<file path="src/rtl/spi_flag_pkg.sv">
package spi_flag_pkg;
  localparam int STAT_W    = 8;
  localparam int NUM_FLAGS = 3;
  localparam int IDX_DONE  = 0;
  localparam int IDX_WCOL  = 1;
  localparam int IDX_MODF  = 2;

  typedef struct packed {
    logic statusRead;
    logic dataAccess;
    logic ctrl1Write;
    logic busyWrite;
  } busStrobes_t;
endpackage

</file>
<file path="src/rtl/spi_flag_ctrl.sv">
module spi_flag_ctrl
  import spi_flag_pkg::*;
(
  input  logic        selStatus,
  input  logic        selData,
  input  logic        selCtrl1,
  input  logic        rdEn,
  input  logic        wrEn,
  input  logic        xferActive,
  output busStrobes_t strobes,
  output logic        dataWrInhibit
);
  logic dataWrite;

  always_comb begin
    dataWrite          = selData & wrEn;
    strobes.statusRead = selStatus & rdEn;
    strobes.dataAccess = selData & (rdEn | wrEn);
    strobes.ctrl1Write = selCtrl1 & wrEn;
    strobes.busyWrite  = dataWrite & xferActive;
    dataWrInhibit      = strobes.busyWrite;
  end

  always_comb begin
    AST_INHIBIT_ONLY_WRITES: assert (!dataWrInhibit || (selData && wrEn));
  end
endmodule

</file>
<file path="src/rtl/spi_flag_dp.sv">
module spi_flag_dp
  import spi_flag_pkg::*;
#(
  parameter int DONE_BIT = 7,
  parameter int WCOL_BIT = 6,
  parameter int MODF_BIT = 4
)(
  input  logic              clk,
  input  logic              rstN,
  input  busStrobes_t       strobes,
  input  logic              xferDone,
  input  logic              masterEn,
  input  logic              ssPinLvl,
  input  logic              ssDirOut,
  input  logic              irqEn,
  output logic [STAT_W-1:0] statusByte,
  output logic              irqReq
);
  logic [NUM_FLAGS-1:0] flagQ;
  logic [NUM_FLAGS-1:0] armedQ;
  logic [NUM_FLAGS-1:0] setEv;
  logic [NUM_FLAGS-1:0] clrAcc;
  logic                 faultCond;

  always_comb begin
    faultCond         = masterEn & ~ssPinLvl & ~ssDirOut;
    setEv[IDX_DONE]   = xferDone;
    setEv[IDX_WCOL]   = strobes.busyWrite;
    setEv[IDX_MODF]   = faultCond;
    clrAcc[IDX_DONE]  = strobes.dataAccess;
    clrAcc[IDX_WCOL]  = strobes.dataAccess;
    clrAcc[IDX_MODF]  = strobes.ctrl1Write;
  end

  for (genvar g = 0; g < NUM_FLAGS; g++) begin : gFlag
    always_ff @(posedge clk or negedge rstN) begin
      if (!rstN) begin
        flagQ[g]  <= 1'b0;
        armedQ[g] <= 1'b0;
      end else if (setEv[g]) begin
        flagQ[g]  <= 1'b1;
        armedQ[g] <= 1'b0;
      end else if (armedQ[g] && clrAcc[g]) begin
        flagQ[g]  <= 1'b0;
        armedQ[g] <= 1'b0;
      end else if (strobes.statusRead && flagQ[g]) begin
        armedQ[g] <= 1'b1;
      end
    end
  end

  always_comb begin
    statusByte           = '0;
    statusByte[DONE_BIT] = flagQ[IDX_DONE];
    statusByte[WCOL_BIT] = flagQ[IDX_WCOL];
    statusByte[MODF_BIT] = flagQ[IDX_MODF];
    irqReq               = irqEn & (flagQ[IDX_DONE] | flagQ[IDX_MODF]);
  end

  AST_DONE_SETS: assert property (@(posedge clk) disable iff (!rstN)
    xferDone |=> statusByte[DONE_BIT]);
  AST_WCOL_SETS: assert property (@(posedge clk) disable iff (!rstN)
    strobes.busyWrite |=> statusByte[WCOL_BIT]);
  AST_DONE_CLR_BY_DATA: assert property (@(posedge clk) disable iff (!rstN)
    $fell(statusByte[DONE_BIT]) |-> $past(strobes.dataAccess));
  AST_MODF_CLR_BY_CTRL: assert property (@(posedge clk) disable iff (!rstN)
    $fell(statusByte[MODF_BIT]) |-> $past(strobes.ctrl1Write));
  AST_MODF_SUPPRESSED: assert property (@(posedge clk) disable iff (!rstN)
    (ssDirOut && !statusByte[MODF_BIT]) |=> !statusByte[MODF_BIT]);
  AST_SET_WINS: assert property (@(posedge clk) disable iff (!rstN)
    (xferDone && strobes.dataAccess) |=> statusByte[DONE_BIT]);
  AST_WCOL_NO_IRQ: assert property (@(posedge clk) disable iff (!rstN)
    (!statusByte[DONE_BIT] && !statusByte[MODF_BIT]) |-> !irqReq);
endmodule

</file>
<file path="src/rtl/spi_flag_unit.sv">
module spi_flag_unit
  import spi_flag_pkg::*;
(
  input  logic        clk,
  input  logic        rstN,
  input  logic        selStatus,
  input  logic        selData,
  input  logic        selCtrl1,
  input  logic        rdEn,
  input  logic        wrEn,
  input  logic        xferActive,
  input  logic        xferDone,
  input  logic        masterEn,
  input  logic        ssPinLvl,
  input  logic        ssDirOut,
  input  logic        irqEn,
  output logic [7:0]  statusByte,
  output logic        irqReq,
  output logic        dataWrInhibit
);
  busStrobes_t strobes;

  spi_flag_ctrl ctrl_i (
    .selStatus    (selStatus),
    .selData      (selData),
    .selCtrl1     (selCtrl1),
    .rdEn         (rdEn),
    .wrEn         (wrEn),
    .xferActive   (xferActive),
    .strobes      (strobes),
    .dataWrInhibit(dataWrInhibit)
  );

  spi_flag_dp dp_i (
    .clk       (clk),
    .rstN      (rstN),
    .strobes   (strobes),
    .xferDone  (xferDone),
    .masterEn  (masterEn),
    .ssPinLvl  (ssPinLvl),
    .ssDirOut  (ssDirOut),
    .irqEn     (irqEn),
    .statusByte(statusByte),
    .irqReq    (irqReq)
  );
endmodule

</file>
<file path="config.mk">
export PLATFORM = sky130hd
export DESIGN_NAME = spi_flag_unit
export DESIGN_NICKNAME = d
export VERILOG_FILES = /design/src/rtl/spi_flag_pkg.sv /design/src/rtl/spi_flag_ctrl.sv /design/src/rtl/spi_flag_dp.sv /design/src/rtl/spi_flag_unit.sv
export SDC_FILE = /design/constraint.sdc
export NUM_CORES = 1
export LEC_CHECK = 0
export BUFFER_PORTS_ARGS = -buffer_cell sky130_fd_sc_hd__buf_4
export CELL_PAD_IN_SITES_DETAIL_PLACEMENT = 1
export CELL_PAD_IN_SITES_GLOBAL_PLACEMENT = 1
export CORE_MARGIN = 4
export CORE_UTILIZATION = 23
export CTS_CLUSTER_SIZE = 14
export DETAILED_ROUTE_END_ITERATION = 10
export MAX_ROUTING_LAYER = met4
export PLACE_DENSITY = 0.69
export SYNTH_ARGS = -nofsm -noshare
export SYNTH_HDL_FRONTEND = slang
export SYNTH_SLANG_ARGS = --single-unit
</file>
<file path="constraint.sdc">
create_clock -name clk -period 0.8 [get_ports clk]
set_input_delay 0.04 -clock clk [delete_from_list [all_inputs] [get_ports clk]]
set_output_delay 0.04 -clock clk [all_outputs]
set_load 0.02 [all_outputs]
</file>
==> metrics.md, run 1 <==
| Metric | Value |
|---|---|
| Routed vias | 308 |
| Power Density | 2290 nW/um^2 |
| Worst hold path class | primary input to flip-flop |
| Max-cap violations | 0 |
| Status | complete, but fails checks |
| Biggest area consumer among synthesized cells | dfrtp_1 |
| Clk network pwr share | 25.0% |
| Arr. time, crit path | 0.94 ns |
| Residual DRC | 0 |
| DP Area | 453 sq um |
| Height of the chip | 45.8 microns |
| RSZ-0062 raised after global routing | true |
| Die W | around 46 microns |
| Die area | between 2000 and 2500 sq um |
| DRT Pass-1 Iters | 1 |
| TritonCTS clock tree | yes |
| Leak | 0.243 nW |
| Antenna cells | 0 |
| Sw Ratio | approximately 30% |
| Initial Utilization | 24.9% |
| Worst Clk Skew | about 0.0066 ns |
| CTS max path bufs | 2 |
| Setup violators final | 5 |
| Place WS | 0.0171 ns |
| Design Area, Final | 529 sq um |
| Clock-pin slew on the worst setup and hold paths | 0.04 ns |
| Final worst path period need | 0.980 ns |
| Layout area overhead | 61.5% |
| Synth cell types | 19 |
| CTS buffer count | 3 |
| # rows | 13 |
| CTS H-tree lvls | 1 |
| Placed insts | 61 |
| Setup crit start kind | flip-flop |
| Max Slew Vio Count | 0 |
| Final core utilization | roughly two fifths |
| Clk_lat worst skew | 0.25 ns |
| Vias in the first global route | about 330 |
| Yosys top cell area share | between 40% and 50% |
| Worst Path Max Fanout | 2 |
| Flop pwr share | 37.3% |
| Seq/Total Area, Yosys | between 40% and 50% |
| Total design power | 1.21 mW |
| Setup WS post-layout | -0.180 ns |
| Peak supply drop | between 1000 and 1500 uV |
| Crit. End Element | output pin |
| Placer Congestion | 0.675 |
| Initial DRC Count | 0 |
| Wirelength per Cell | roughly 12 microns |
| WL final | 831 microns |
| GRT Util Overall | 9.44% |
| Hold WS | 0.0100 ns |
| Largest net degree at the start of global routing | 7 |
| Peak Freq | around 1000 MHz |
| Root Buffer | clkbuf_4 |
| Layout cells sized above 1 | 54.7% |
| Mapped Cells | 30 |
| Tcrit/Tclk final | 122% |
| Sw power | 0.374 mW |
| IO Port Bufs | 17 |
| Mapped Avg Cell Area | approximately 11 sq um |
| CTS Sinks | 6 |
| Mapped cell area | 328 sq um |
| Violated checks | setup timing |
| Internal power | 0.837 mW |
| CP Data Required Time | between 0.7 and 0.8 ns |
| Vias/cell | 4.53 |
| Initial antenna violation count | 0 |
| Core area | roughly 1300 sq um |
| Non-filler cells, final | 68 |
| Antenna Violating Nets Remaining | 0 |
| Fin nets | 67 |
| Most common cell after layout, fill and taps aside | buf_4 |
| CP Class | flip-flop to output pin |
| Yosys reg bits | 6 |
| Top cells by area, synth | dfrtp_1 (46%), buf_4 (11%), nand4b_1 (5.3%) |
| Endpoints failing hold | 0 |
| First-pass GRT wire length | ~1.3 mm |
| Grt total ovfl | 0 |
| Most frequent cells in the layout | buf_4 (15), conb_1 (5), dfrtp_1 (5) |
| Setup TNS | -0.515 ns |
| Logic pwr share | 37.7% |
| Syn. warnings | 0 |
| I/O pin count | 23 |
-- path summary, 6_finish.rpt --
check / to / slack (ns) / startpoint / depth (start not counted)
min in group asynchronous: dp_i.statusByte[6]$_DFFE_PN0P_ / 0.14 / rstN / 2
worst min register to register: dp_i.statusByte[6]$_DFFE_PN0P_ / 0.54 / dp_i.statusByte[6]$_DFFE_PN0P_ / 1
worst min-delay path: dp_i.armedQ[0]$_DFFE_PN0P_ / 0.01 / xferDone / 2
max in group asynchronous: dp_i.statusByte[6]$_DFFE_PN0P_ / 0.54 / rstN / 2
worst max-delay path: irqReq / -0.18 / dp_i.statusByte[4]$_DFFE_PN0P_ / 2
worst max register to register: dp_i.statusByte[7]$_DFFE_PN0P_ / -0.04 / dp_i.statusByte[7]$_DFFE_PN0P_ / 2
-- Yosys cell counts --
cell	n
buf_4	5
a31oi_1	1
o22a_1	1
a21o_1	1
a21bo_2	1
nor3b_2	1
o21ai_0	1
nor3b_1	1
nand2b_1	1
conb_1	1
and3_2	1
nand4b_1	2
a21o_2	1
o211ai_1	1
o22ai_1	1
o21a_1	2
nand3_1	1
a21oi_1	1
dfrtp_1	6
-- sequential cells by signal, summed over array words and instances, names as in the netlist --
register	cells
dp_i.statusByte	3
dp_i.armedQ	3
-- what timing repair did --
item | CTS | global route
resized for setup | 4 | 2
hold buffers | 1 | 0
buffers inserted | 2 | 0
hold endpoints to repair | 6 | 0
setup endpoints to repair | 4 | 10
pin swaps | 1 | 4
-- cell type report --
type / count / area, sq um
clock buffers: 4 / 26.3
fillers: 150 / 788
multi-input cells: 23 / 165
flip-flops and latches: 6 / 151
repair buffers: 20 / 168
well taps: 15 / 18.8
-- logic make-up after synthesis --
group,after synthesis,share of synthesized area (%)
buffers and inverters,5,11.5
and+or+nand+nor,7,17.2
other,1,1.14
AOI/OAI and AO/OA,11,24.4
DFF,6,45.8
-- power by group through the flow --
stage	clock network (mW)	logic (mW)	registers, mW
4_1_cts	0.321	0.444	0.442
3_5_place_dp	0	0.371	0.452
2_1_floorplan	0	0.176	0.496
5_1_grt	0.348	0.492	0.463
6_report	0.302	0.456	0.452
3_3_place_gp	0	0.364	0.452
-- critical path, stage by stage (launching register included) --
cell and delay, ns:
dfrtp_1 0.37, o21a_1 0.20, buf_6 0.13
-- metal layers --
metal / GRT usage, % / up-vias / wire length, microns
met5: - / - / 0
met4: 6.82 / 0 / 15
met3: 2.77 / 2 / 67
met2: 15.3 / 13 / 422
met1: 9.52 / 145 / 325
li1: - / 148 / -
(Power assumes the default switching activity.)
==> run 2, diff against run 1 <==
SETUP_SLACK_MARGIN = 0.1   (was default)
==> run 2 against run 1 <==
Setup slack worse by 0.034 ns. The flow still finishes with violations (setup timing). Clock-buffer cell count is the same. Register-to-register slack is essentially flat. Global-route usage up 0.36 points. Combinational power is essentially flat. Largest cell class is now multi-input gates. Clock skew down 0.0045 ns. Sequential power grew 2%. Largest power group is now sequential cells. Design area increased by 1.2%. Maximum frequency is 3.4% lower. Utilization increased by 0.47 points. Critical path type unchanged.
==> metrics.md, run 2 (synthesized netlist as in run 1, its figures left out) <==
| Metric | Value |
|---|---|
| Internal power | 0.839 mW (was 0.837 mW) |
| Core area | 1320 sq um (unchanged) |
| Flop pwr share | 37.9% (was 37.3%) |
| Root Buffer | clkbuf_4 (unchanged) |
| Placer Congestion | 0.675 (unchanged) |
| Worst hold path class | primary input to flip-flop (unchanged) |
| Logic pwr share | 37.4% (was 37.7%) |
| Hpwl dp | around 720 microns |
| Multi-input logic area | 169 sq um (was 165 sq um) |
| Tcrit/Tclk final | 127% (was 122%) |
| Max-cap violations | 0 (unchanged) |
| Peak Freq | 986 MHz (was 1020 MHz) |
| Clk network pwr share | 24.7% (was 25.0%) |
| Setup crit start kind | flip-flop (unchanged) |
| Layout area overhead | 63.4% (was 61.5%) |
| TritonCTS clock tree | yes (unchanged) |
| CTS buffer count | 3 (unchanged) |
| CTS max path bufs | 2 (unchanged) |
| Non-filler cells, final | 68 (unchanged) |
| Worst Path Max Fanout | 2 (unchanged) |
| Die area | 2090 sq um (unchanged) |
| Initial Utilization | 24.9% (unchanged) |
| WL final | 867 microns (was 831 microns) |
| CP Class | flip-flop to output pin (unchanged) |
| Most common cell after layout, fill and taps aside | buf_4 (unchanged) |
| Setup TNS | -0.672 ns (was -0.515 ns) |
| I/O pin count | 23 (unchanged) |
| Endpoints failing hold | 0 (unchanged) |
| Peak supply drop | 739 uV (was 1080 uV) |
| Antenna cells | 0 (unchanged) |
| Crit path from | dp_i.statusByte[7]$_DFFE_PN0P_ (was dp_i.statusByte[4]$_DFFE_PN0P_) |
| Placed insts | 61 (unchanged) |
| Fill count | 155 (was 150) |
| Setup WS post-layout | -0.214 ns (was -0.180 ns) |
| Worst Clk Skew | 0.00218 ns (was 0.00664 ns) |
| CP Data Required Time | 0.76 ns (about the same) |
| R2R depth | 2 (unchanged) |
| R2R Path End | dp_i.statusByte[7]$_DFFE_PN0P_ (unchanged) |
| Residual DRC | 0 (unchanged) |
| RSZ-0062 raised after global routing | true (unchanged) |
| First-pass GRT wire length | 1.36 mm (was 1.35 mm) |
| Final worst path period need | 1.01 ns (was 0.980 ns) |
| Worst Min Path Start | xferDone (unchanged) |
| Initial antenna violation count | 0 (unchanged) |
| Fin nets | 67 (unchanged) |
| Sw Ratio | 30.7% (was 30.9%) |
| Violated checks | setup timing (unchanged) |
| Reg2Reg Setup Slack | -0.05 ns (was -0.04 ns) |
| GRT Util Overall | 9.80% (was 9.44%) |
| Largest net degree at the start of global routing | 7 (unchanged) |
| Antenna Violating Nets Remaining | 0 (unchanged) |
| DRT Pass-1 Iters | 2 (was 1) |
| Max Slew Vio Count | 0 (unchanged) |
| CTS Sinks | 6 (unchanged) |
| Storage element area | 154 sq um (was 151 sq um) |
| Power Density | 2260 nW/um^2 (was 2290 nW/um^2) |
| R2R Path Start | dp_i.statusByte[7]$_DFFE_PN0P_ (unchanged) |
| Sw power | 0.372 mW (was 0.374 mW) |
| Clk_lat worst skew | 0.24 ns (was 0.25 ns) |
| Height of the chip | 45.8 microns (unchanged) |
| Routed vias | 305 (was 308) |
| IO Port Bufs | 17 (unchanged) |
| Grt total ovfl | 0 (unchanged) |
| Layout cells sized above 1 | 58.5% (was 54.7%) |
| Most frequent cells in the layout | buf_4 (15), conb_1 (5), buf_6 (4) (was buf_4 (15), conb_1 (5), dfrtp_1 (5)) |
| CTS H-tree lvls | 1 (unchanged) |
| Clock-pin slew on the worst setup and hold paths | 0.05 ns (was 0.04 ns) |
| Leak | 0.244 nW (was 0.243 nW) |
| Critical Path Sink | irqReq (unchanged) |
| Setup violators final | 8 (was 5) |
| Vias in the first global route | 329 (was 331) |
| Worst Hold Depth | 2 (unchanged) |
| # rows | 13 (unchanged) |
| Die W | 45.8 microns (unchanged) |
| Arr. time, crit path | 0.97 ns (was 0.94 ns) |
| Crit. End Element | output pin (unchanged) |
| Wirelength per Cell | 12.8 microns (was 12.2 microns) |
| Vias/cell | 4.49 (was 4.53) |
| Initial DRC Count | 2 (was 0) |
| Status | complete, but fails checks (unchanged) |
run 2: cell counts in the layout (fill, tap and decap cells not counted):
No cell type changed its count.
run 2: power groups by stage:
stage               logic (mW)  clock network (mW)  registers (mW)
finish                   0.453               0.299           0.459
global route             0.492               0.333           0.471
CTS                      0.448               0.319           0.451
detailed placement       0.374                   0           0.463
global placement         0.369                   0           0.458
floorplan                0.181                   0           0.503
run 2: layout make-up:
| class | instances | area share, % |
|---|---|---|
| clock buffer | 4 | 4.91 |
| timing repair buffer | 20 | 31.3 |
| multi-input combinational | 23 | 31.5 |
| sequential | 6 | 28.7 |
| tap | 15 | 3.50 |
run 2: critical path: stages (launching register included):
cell and delay, ns:
dfrtp_2 0.40, o21a_4 0.21, buf_6 0.12
run 2: worst min-delay path by stage:
| stage | to | slack [ns] |
|---|---|---|
| 3_5_place_dp | dp_i.armedQ[2]$_DFFE_PN0P_ | -0.14 |
| 6_report | dp_i.armedQ[0]$_DFFE_PN0P_ | 0.01 |
| 4_1_cts | dp_i.armedQ[0]$_DFFE_PN0P_ | 0.004 |
| 5_1_grt | dp_i.armedQ[0]$_DFFE_PN0P_ | 0.02 |
| 3_3_place_gp | dp_i.armedQ[2]$_DFFE_PN0P_ | -0.15 |
| 2_1_floorplan | dp_i.armedQ[0]$_DFFE_PN0P_ | -0.26 |
run 2: layer usage:
layer,vias up,part of all wire (%),routed length [microns],global-route usage (%)
met3,2,7.3,63,2.37
li1,147,-,-,-
met4,0,0.46,4,6.82
met2,12,51,439,16.4
met5,-,0,0,-
met1,144,42,360,9.86
run 2: per-stage QoR:
stage                     area, sq um  worst slack (ns)  utilization, %  total power [mW]  hold slack (ns)
after global placement            463          -0.00142            35.1             0.827           -0.146
after floorplan                   354            0.0166               -             0.683           -0.256
after global routing              536            -0.253            40.6              1.30           0.0167
final                             536            -0.214            40.6              1.21           0.0107
after detailed placement          463          -0.00943            35.1             0.837           -0.142
after CTS                         529            -0.229            40.2              1.22          0.00394
run 2: repair_timing:
action / in CTS / in global routing
gates resized for setup: 4 / 1
hold endpoints to repair: 6 / 0
setup buffers: 2 / 0
hold buffers: 1 / 0
setup endpoints to repair: 10 / 10
